`config.mk`:
```
export PLATFORM = sky130hd
export DESIGN_NAME = sig_id_seq
export DESIGN_NICKNAME = d
export VERILOG_FILES = /design/src/rtl/sig_pkg.sv /design/src/rtl/sig_wait_timer.sv /design/src/rtl/sig_code_match.sv /design/src/rtl/sig_id_seq.sv
export SDC_FILE = /design/constraint.sdc
export NUM_CORES = 1
export LEC_CHECK = 0
export ABC_AREA = 0
export CAP_MARGIN = 10
export CORE_ASPECT_RATIO = 2
export CORE_MARGIN = 4
export CORE_UTILIZATION = 41
export CTS_BUF_LIST = sky130_fd_sc_hd__clkbuf_16
export CTS_CLUSTER_DIAMETER = 40
export DETAILED_ROUTE_END_ITERATION = 8
export MAX_ROUTING_LAYER = met4
export PLACE_DENSITY = 0.76
export SLEW_MARGIN = 5
export SYNTH_ARGS = -nofsm -noshare
export SYNTH_HDL_FRONTEND = slang
export SYNTH_HIERARCHICAL = 1
export SYNTH_SLANG_ARGS = --single-unit
```
`constraint.sdc`:
```
create_clock -name clk -period 2.2 [get_ports clk]
set_input_delay 0.22 -clock clk [delete_from_list [all_inputs] [get_ports clk]]
set_output_delay 0.22 -clock clk [all_outputs]
set_load 0.05 [all_outputs]
```
`src/rtl/sig_pkg.sv`:
```
package sig_pkg;

  typedef enum logic [2:0] {
    ST_IDLE    = 3'd0,
    ST_SETTLE  = 3'd1,
    ST_RD_LO   = 3'd2,
    ST_RD_HI   = 3'd3,
    ST_RELEASE = 3'd4,
    ST_DONE    = 3'd5
  } seq_state_t;

  // Settle wait in clock cycles from clock MHz and microseconds.
  function automatic int settle_cycles(input int clk_mhz, input int wait_us);
    return clk_mhz * wait_us;
  endfunction

  // Identification passes only when both bytes equal their expected codes.
  function automatic logic codes_match(input logic [7:0] lo, input logic [7:0] hi,
                                       input logic [7:0] exp_lo, input logic [7:0] exp_hi);
    return (lo == exp_lo) && (hi == exp_hi);
  endfunction

endpackage

```
`src/rtl/sig_wait_timer.sv`:
```
module sig_wait_timer #(
  parameter int CNT_W = 8
) (
  input  logic             clk,
  input  logic             rst_n,
  input  logic             load,
  input  logic [CNT_W-1:0] load_val,
  output logic             expired
);
  logic [CNT_W-1:0] cnt_q;

  always_ff @(posedge clk or negedge rst_n) begin
    if (!rst_n)              cnt_q <= '0;
    else if (load)           cnt_q <= load_val;
    else if (cnt_q != '0)    cnt_q <= cnt_q - 1'b1;
  end

  assign expired = (cnt_q == '0);
endmodule

```
`src/rtl/sig_code_match.sv`:
```
module sig_code_match #(
  parameter logic [7:0] MFR_CODE = 8'h20,
  parameter logic [7:0] DEV_CODE = 8'h61
) (
  input  logic [7:0] byte_lo,
  input  logic [7:0] byte_hi,
  output logic       codes_ok
);
  assign codes_ok = sig_pkg::codes_match(byte_lo, byte_hi, MFR_CODE, DEV_CODE);
endmodule

```
`src/rtl/sig_id_seq.sv`:
```
module sig_id_seq #(
  parameter int         ADDR_W    = 18,
  parameter int         CLK_MHZ   = 50,
  parameter int         SETTLE_US = 2,
  parameter int         ACC_CYC   = 4,
  parameter logic [7:0] MFR_CODE  = 8'h20,
  parameter logic [7:0] DEV_CODE  = 8'h61
) (
  input  logic              clk,
  input  logic              rst_n,
  input  logic              start,
  input  logic [7:0]        mem_data,
  output logic              hv_req,
  output logic [ADDR_W-1:0] mem_addr,
  output logic              ce_n,
  output logic              oe_n,
  output logic [7:0]        id_lo,
  output logic [7:0]        id_hi,
  output logic              match,
  output logic              done
);
  import sig_pkg::*;

  localparam int SETTLE_CYC = settle_cycles(CLK_MHZ, SETTLE_US);
  localparam int MAX_WAIT   = (SETTLE_CYC > ACC_CYC) ? SETTLE_CYC : ACC_CYC;
  localparam int CNT_W      = $clog2(MAX_WAIT + 1);

  seq_state_t state_q, state_d;
  logic             timer_load, timer_expired;
  logic [CNT_W-1:0] timer_val;
  logic             codes_ok;

  // Named internal events, brought out for the checker.
  logic capture_lo, capture_hi, seq_busy, in_read;

  always_comb begin
    state_d = state_q;
    unique case (state_q)
      ST_IDLE:    if (start)         state_d = ST_SETTLE;
      ST_SETTLE:  if (timer_expired) state_d = ST_RD_LO;
      ST_RD_LO:   if (timer_expired) state_d = ST_RD_HI;
      ST_RD_HI:   if (timer_expired) state_d = ST_RELEASE;
      ST_RELEASE:                    state_d = ST_DONE;
      ST_DONE:                       state_d = ST_IDLE;
      default:                       state_d = ST_IDLE;
    endcase
  end

  always_ff @(posedge clk or negedge rst_n) begin
    if (!rst_n) state_q <= ST_IDLE;
    else        state_q <= state_d;
  end

  assign timer_load = (state_d != state_q);
  assign timer_val  = (state_d == ST_SETTLE) ? CNT_W'(SETTLE_CYC - 1) : CNT_W'(ACC_CYC - 1);

  sig_wait_timer #(.CNT_W(CNT_W)) u_timer (
    .clk     (clk),
    .rst_n   (rst_n),
    .load    (timer_load),
    .load_val(timer_val),
    .expired (timer_expired)
  );

  assign capture_lo = (state_q == ST_RD_LO) && timer_expired;
  assign capture_hi = (state_q == ST_RD_HI) && timer_expired;
  assign seq_busy   = (state_q != ST_IDLE);
  assign in_read    = (state_q == ST_RD_LO) || (state_q == ST_RD_HI);

  sig_code_match #(.MFR_CODE(MFR_CODE), .DEV_CODE(DEV_CODE)) u_cmp (
    .byte_lo (id_lo),
    .byte_hi (id_hi),
    .codes_ok(codes_ok)
  );

  always_ff @(posedge clk or negedge rst_n) begin
    if (!rst_n) begin
      id_lo <= '0;
      id_hi <= '0;
      match <= 1'b0;
    end else begin
      if (state_q == ST_IDLE && start) match <= 1'b0;
      if (capture_lo)                  id_lo <= mem_data;
      if (capture_hi)                  id_hi <= mem_data;
      if (state_q == ST_RELEASE)       match <= codes_ok;
    end
  end

  assign hv_req   = (state_q == ST_SETTLE) || in_read;
  assign ce_n     = !in_read;
  assign oe_n     = !in_read;
  assign mem_addr = {{(ADDR_W-1){1'b0}}, (state_q == ST_RD_HI)};
  assign done     = (state_q == ST_DONE);
endmodule

```
==> run summary, run 1 <==
actual slew at the worst max-slew pin = 511 ps
endpoints failing setup = 0
routed wire length = 3310 um
Post-CTS Setup Inserts = 0
CP arrival = 2190 ps
status = completed
Sw Share = 43.3%
worst-path cell chain = or4_4 -> nor2_4 -> inv_1 -> o211ai_1 -> buf_4 -> a31oi_1 -> a22o_1
CP Max Fanout = 14
hold slack = 328 ps
most used flip-flop cell after synthesis = dfrtp_1
Synth Warn # = 6
Die ar. = 4720 sq um
IO buf count = 32
max layer used = met4
number of CTS-inserted buffers = 3
clock period minus worst slack = 2040 ps
final worst slack = 159 ps
critical path data required time = 2350 ps
CP Capture Type = register
initial antenna violation count = 0
core area = 3450 sq um
P&R area growth vs syn = 29.1%
Die X-Extent = 50.6 um
number of synthesized flops with an enable pin = 0
Die Ht = 93.2 um
Pleak = 0.859 nW
#FFs+latches synth = 27
# diodes = 0
Clock Power Share = 17.0%
Pwr per Cell Area = 1220 nW/um^2
hpwl dp = 2590 um
Crit Path Category = register to register
GRT Residual Overflow = 0
CTS Buffer Depth = 2
async set-reset flop share out of synthesis = 100%
sequential share of the synthesized area = 45.4%
Final nets = 187
achievable frequency = 0.490 GHz
Post-Route M1 WL = 1210 um
DR WL/cell = 15.0 um
Synth top area share = 45.4%
DP Area = 1840 sq um
number of H-tree levels = 1
sequential power share = 33.4%
detailed router's first-iteration violation count = 28
Syn Std Cell Area = 1490 sq um
critical path's slowest cell = or4_4
DR vias/cell = 5.07
Synth area leaders = dfrtp_1 (45%), mux2_2 (13%), buf_4 (9.1%)
Worst-path clk slew = 60 ps
FF/Latch Area = 676 sq um
clk root buf = clkbuf_16
post-placement setup slack = 114 ps
Routed Antenna Nets = 0
row cnt = 30
first-pass GRT wire length = 5580 um
mean post-synth cell area = 11.4 sq um
clock skew = 3.62 ps
routed wire length on met3 = 159 um
Final Max Slew Viols = 0
DRC = 0
layout cells sized above 1 = 22.0%
Sw Pwr = 0.00101 W
Met2 Wirelength = 1850 um
Gate Count Post-Synth = 131
Final Hold Viols = 0
largest net degree at the start of global routing = 28
number of global-route vias before repair = 1233
post-synth top area cell = dfrtp_1
Pre-antenna DRT Iters = 4
maxcap violations = 0
hold crit path type = input pin to async pin
Worst VDD drop = 0.716 mV
final worst-path cycle share = 92.8%
Startpoint Class = register
filler instances = 327
CP peak stage delay = 580 ps
relative slew slack = 65.8%
TritonCTS clock tree = yes
GRT Total Usage = 15.5%
Power Internal = 0.00132 W
GP Congestion = 0.821
setup tns final = 0 ps
Final Cell Area = 1920 sq um
Comb pwr share = 49.6%
Vias = 1120
Ports = 50
worst skew pair latency = 250 ps
RSZ-0062 raised after global routing = no
Starting Density = 43.1%
count of cell types in the netlist = 41
CTS sink cnt = 27
multi-input logic area = 714 sq um
## worst max-delay path, delay by kind of cell, from the launching register on
kind	cells	cell delay (ps)
simple gates	2	780
compound gates	3	470
flops	1	380
buf+inv	2	290
## power groups by stage
stage / Clock (W) / Sequential (W) / Combinational, W
after global routing: 0.000430 / 0.000804 / 0.00124
final: 0.000396 / 0.000781 / 0.00116
after detailed placement: 0 / 0.000785 / 0.00115
after CTS: 0.000408 / 0.000780 / 0.00116
after floorplan: 0 / 0.000930 / 0.000677
after global placement: 0 / 0.000782 / 0.00112
## timing repair
| item | CTS | global route |
|---|---|---|
| hold buffers | 0 | 0 |
| gates resized for setup | 0 | 1 |
| hold endpoints to repair | 0 | 0 |
| endpoints found under the setup margin | 0 | 3 |
## metal layers
layer,global-route usage [%],vias up
met4,7.19,0
li1,-,507
met2,28.2,51
met1,16.2,554
met5,-,-
met3,1.91,8
## stage by stage
step,util (%),power (W),instances
after floorplan,-,0.00161,151
after global placement,53.2,0.00190,217
after detailed placement,53.2,0.00193,217
after CTS,55.5,0.00234,221
after global routing,55.7,0.00247,221
final,55.7,0.00234,221
## kinds of logic after synthesis
| group | synth area share, % |
|---|---|
| adders and majority gates | 1.68 |
| DFF | 45.4 |
| AOI/OAI and AO/OA | 8.99 |
| buffers and inverters | 12.2 |
| xor gates and xnor gates | 1.77 |
| other | 0.504 |
| muxes | 13.5 |
| and+or+nand+nor | 16.0 |
## cell type report
type | count | area share, %
Clock inverter | 1 | 0.195
Clock buffer | 3 | 3.91
Sequential cell | 27 | 35.2
Multi-Input combinational cell | 98 | 37.2
Inverter | 4 | 0.781
Tap cell | 48 | 3.13
Timing Repair Buffer | 40 | 19.7
## cell usage in the layout (no fill, tap or decap), types with 2 or more instances in the layout
cell             instances
mux2_2                  17
nor2_1                   4
a21oi_1                  2
clkbuf_16                3
o31ai_1                  4
clkdlybuf4s50_1         31
conb_1                  22
o21ai_0                  4
ha_1                     2
nor3_1                   2
buf_4                    9
dfrtp_1                 27
nand2b_1                 2
nand2_1                  9
nor4b_2                  3
nor2b_1                  2
inv_1                    5
xnor2_1                  2
## Yosys cell counts, drive strengths merged (3+ instances only)
library cell and count:
o21ai 4, o31ai 4, nand2 10, dfrtp 27
inv 4, buf 21, mux2 17, nor2 5
nor3 3, nor4b 3
## registers in the layout, indices dropped and copies added (netlist names)
name,cells
id_hi,8
u_timer/cnt_q,7
id_lo,8
match,1
state_q,3
## path summary, 6_finish.rpt
path	slack, ps	cells past startpoint	endpoint	start
max in group asynchronous	1600	2	state_q[1]	rst_n
min in group clk	510	1	match	match
worst min register to register	510	1	match	match
worst min-delay path	330	2	id_hi[4]	rst_n
worst max register to register	160	7	u_timer/cnt_q[1]	u_timer/cnt_q[3]
worst max-delay path	160	7	u_timer/cnt_q[1]	u_timer/cnt_q[3]
Note: power is estimated with default switching activity, not from simulation.
==> run 2, diff against run 1 <==
- SLEW_MARGIN: 5 -> unset
==> results of run 2 <==
No change in the layout: final DEF, timing and power equal those of run 1.
==> run 3, diff against run 2 <==
- CTS_BUF_LIST: sky130_fd_sc_hd__clkbuf_16 -> unset
==> run 3 against run 2 <==
Non-clock buffer count is the same. Worst setup slack worse by 4.9 ps. Sequential power about the same. Critical path type is now register to primary output. Design area down 1.8%. Utilization down 0.98 points. Critical path depth decreased by 5. Wire length fell by 1.0%. Count of clock-buffer cells in the layout grew 1. Via count fell by 0.63%.
==> run summary, run 3 (same netlist as run 1, synthesis figures left out) <==
status = completed
largest net degree at the start of global routing = 28
Final Max Slew Viols = 0
clock skew = 4.76 ps
# diodes = 0
clk root buf = clkbuf_8
hpwl dp = 2590 um
GR peak layer = met2
commonest non-fill, non-tap cells in the layout = clkdlybuf4s50_1 (31), dfrtp_1 (27), conb_1 (22), mux2_2 (17)
hold crit path type = input pin to async pin
relative slew slack = 65.4%
Design Power = 0.00220 W
critical path data required time = 1980 ps
Post-CTS Setup Inserts = 0
worst-path cell chain = and3_1 -> clkdlybuf4s50_1
grt met1 use = 16.4%
routed wire length = 3280 um
CP Max Fanout = 8
Pre-antenna DRT Iters = 3
met3 Use GR = 1.91%
endpoints failing setup = 0
Die ar. = 4720 sq um
maxcap violations = 0
Placed Cells = 217
Crit Path Category = register to primary output
initial antenna violation count = 0
row cnt = 30
detailed router's first-iteration violation count = 31
Vias = 1113
RSZ-0062 raised after global routing = no
layout cells sized above 1 = 22.0%
core area = 3450 sq um
critical path's slowest cell = clkdlybuf4s50_1
DR vias/cell = 5.04
first-pass GRT wire length = 5620 um
CP Capture Type = primary output
CTS Buffer Depth = 2
P&R area growth vs syn = 26.8%
Final nets = 187
Routed Antenna Nets = 0
GRT Total Usage = 15.7%
met2 Use GR = 28.1%
final worst-path cycle share = 93.0%
top flop regs = id_hi x8, id_lo x8, u_timer/cnt_q x7
setup tns final = 0 ps
Pleak = 0.839 nW
final worst slack = 154 ps
Worst VDD drop = 0.660 mV
GP Congestion = 0.821
DRC = 0
Startpoint Class = register
number of CTS-inserted buffers = 3
Die Ht = 93.2 um
DR WL/cell = 14.8 um
Worst-path clk slew = 90 ps
CP peak stage delay = 790 ps
number of H-tree levels = 1
TritonCTS clock tree = yes
filler instances = 336
Pwr per Cell Area = 1170 nW/um^2
worst skew pair latency = 260 ps
Die X-Extent = 50.6 um
clock period minus worst slack = 2050 ps
achievable frequency = 0.489 GHz
post-placement setup slack = 114 ps
number of global-route vias before repair = 1242
GRT Residual Overflow = 0
actual slew at the worst max-slew pin = 515 ps
CP arrival = 1830 ps
fin cells = 221
Starting Density = 43.1%
commonest non-fill, non-tap cell in the layout = clkdlybuf4s50_1
Ports = 50
IO buf count = 32
CTS sink cnt = 27
Final Hold Viols = 0
==> run 3: cell types whose count changed in the layout (fill, tap and decap cells not counted), sizes merged <==
| cell | previous run | this run |
|---|---|---|
| clkbuf | 3 | 4 |
| inv | 5 | 4 |
==> run 3: layer usage <==
metal  part of all wire [%]  vias to the layer above
met5                      0                        -
met4                    3.1                        0
met3                    4.6                       10
met2                     56                       48
met1                     36                      546
li1                       -                      509
==> run 3: power by group <==
group / switching (W) / leakage [nW] / internal (W) / total (W)
Sequential: 0.000143 / 0.337 / 0.000635 / 0.000778
Combinational: 0.000712 / 0.479 / 0.000445 / 0.00116
Clock: 0.000139 / 0.0228 / 0.000129 / 0.000268
==> run 3: final timing paths <==
path	end	slack [ps]	cells past startpoint	startpoint
worst max-delay path	mem_addr[0]	150	2	state_q[0]
worst min-delay path	id_hi[4]	320	2	rst_n
worst max register to register	u_timer/cnt_q[1]	160	7	u_timer/cnt_q[3]
worst min register to register	match	520	1	match
max in group asynchronous	id_lo[1]	1620	2	rst_n
min in group clk	match	520	1	match
==> run 3: final cells by class <==
class / instances / area, sq um / area share (%)
multi-input combinational: 98 / 714 / 37.8
clock buffer: 4 / 45.0 / 2.39
inverter: 4 / 15.0 / 0.795
sequential: 27 / 676 / 35.8
timing repair buffer: 40 / 378 / 20.0
tap: 48 / 60.1 / 3.18
==> run 3: through the flow <==
step	hold slack, ps	util, %	cell area, sq um
final	318	54.7	1890
after global routing	335	54.7	1890
after CTS	323	54.5	1880
after detailed placement	507	53.2	1840
after global placement	496	53.2	1840
after floorplan	-75.6	-	1570
==> run 3: timing repair <==
item / CTS / global route
hold endpoints to repair: 0 / 0
endpoints found under the setup margin: 0 / 10
gates resized for setup: 0 / 1
hold buffers: 0 / 0
==> run 3: critical path, delay by kind of cell, from the launching register on <==
family / cells / cell delay [ps]
buf+inv: 1 / 790
flops: 1 / 560
simple gates: 1 / 210
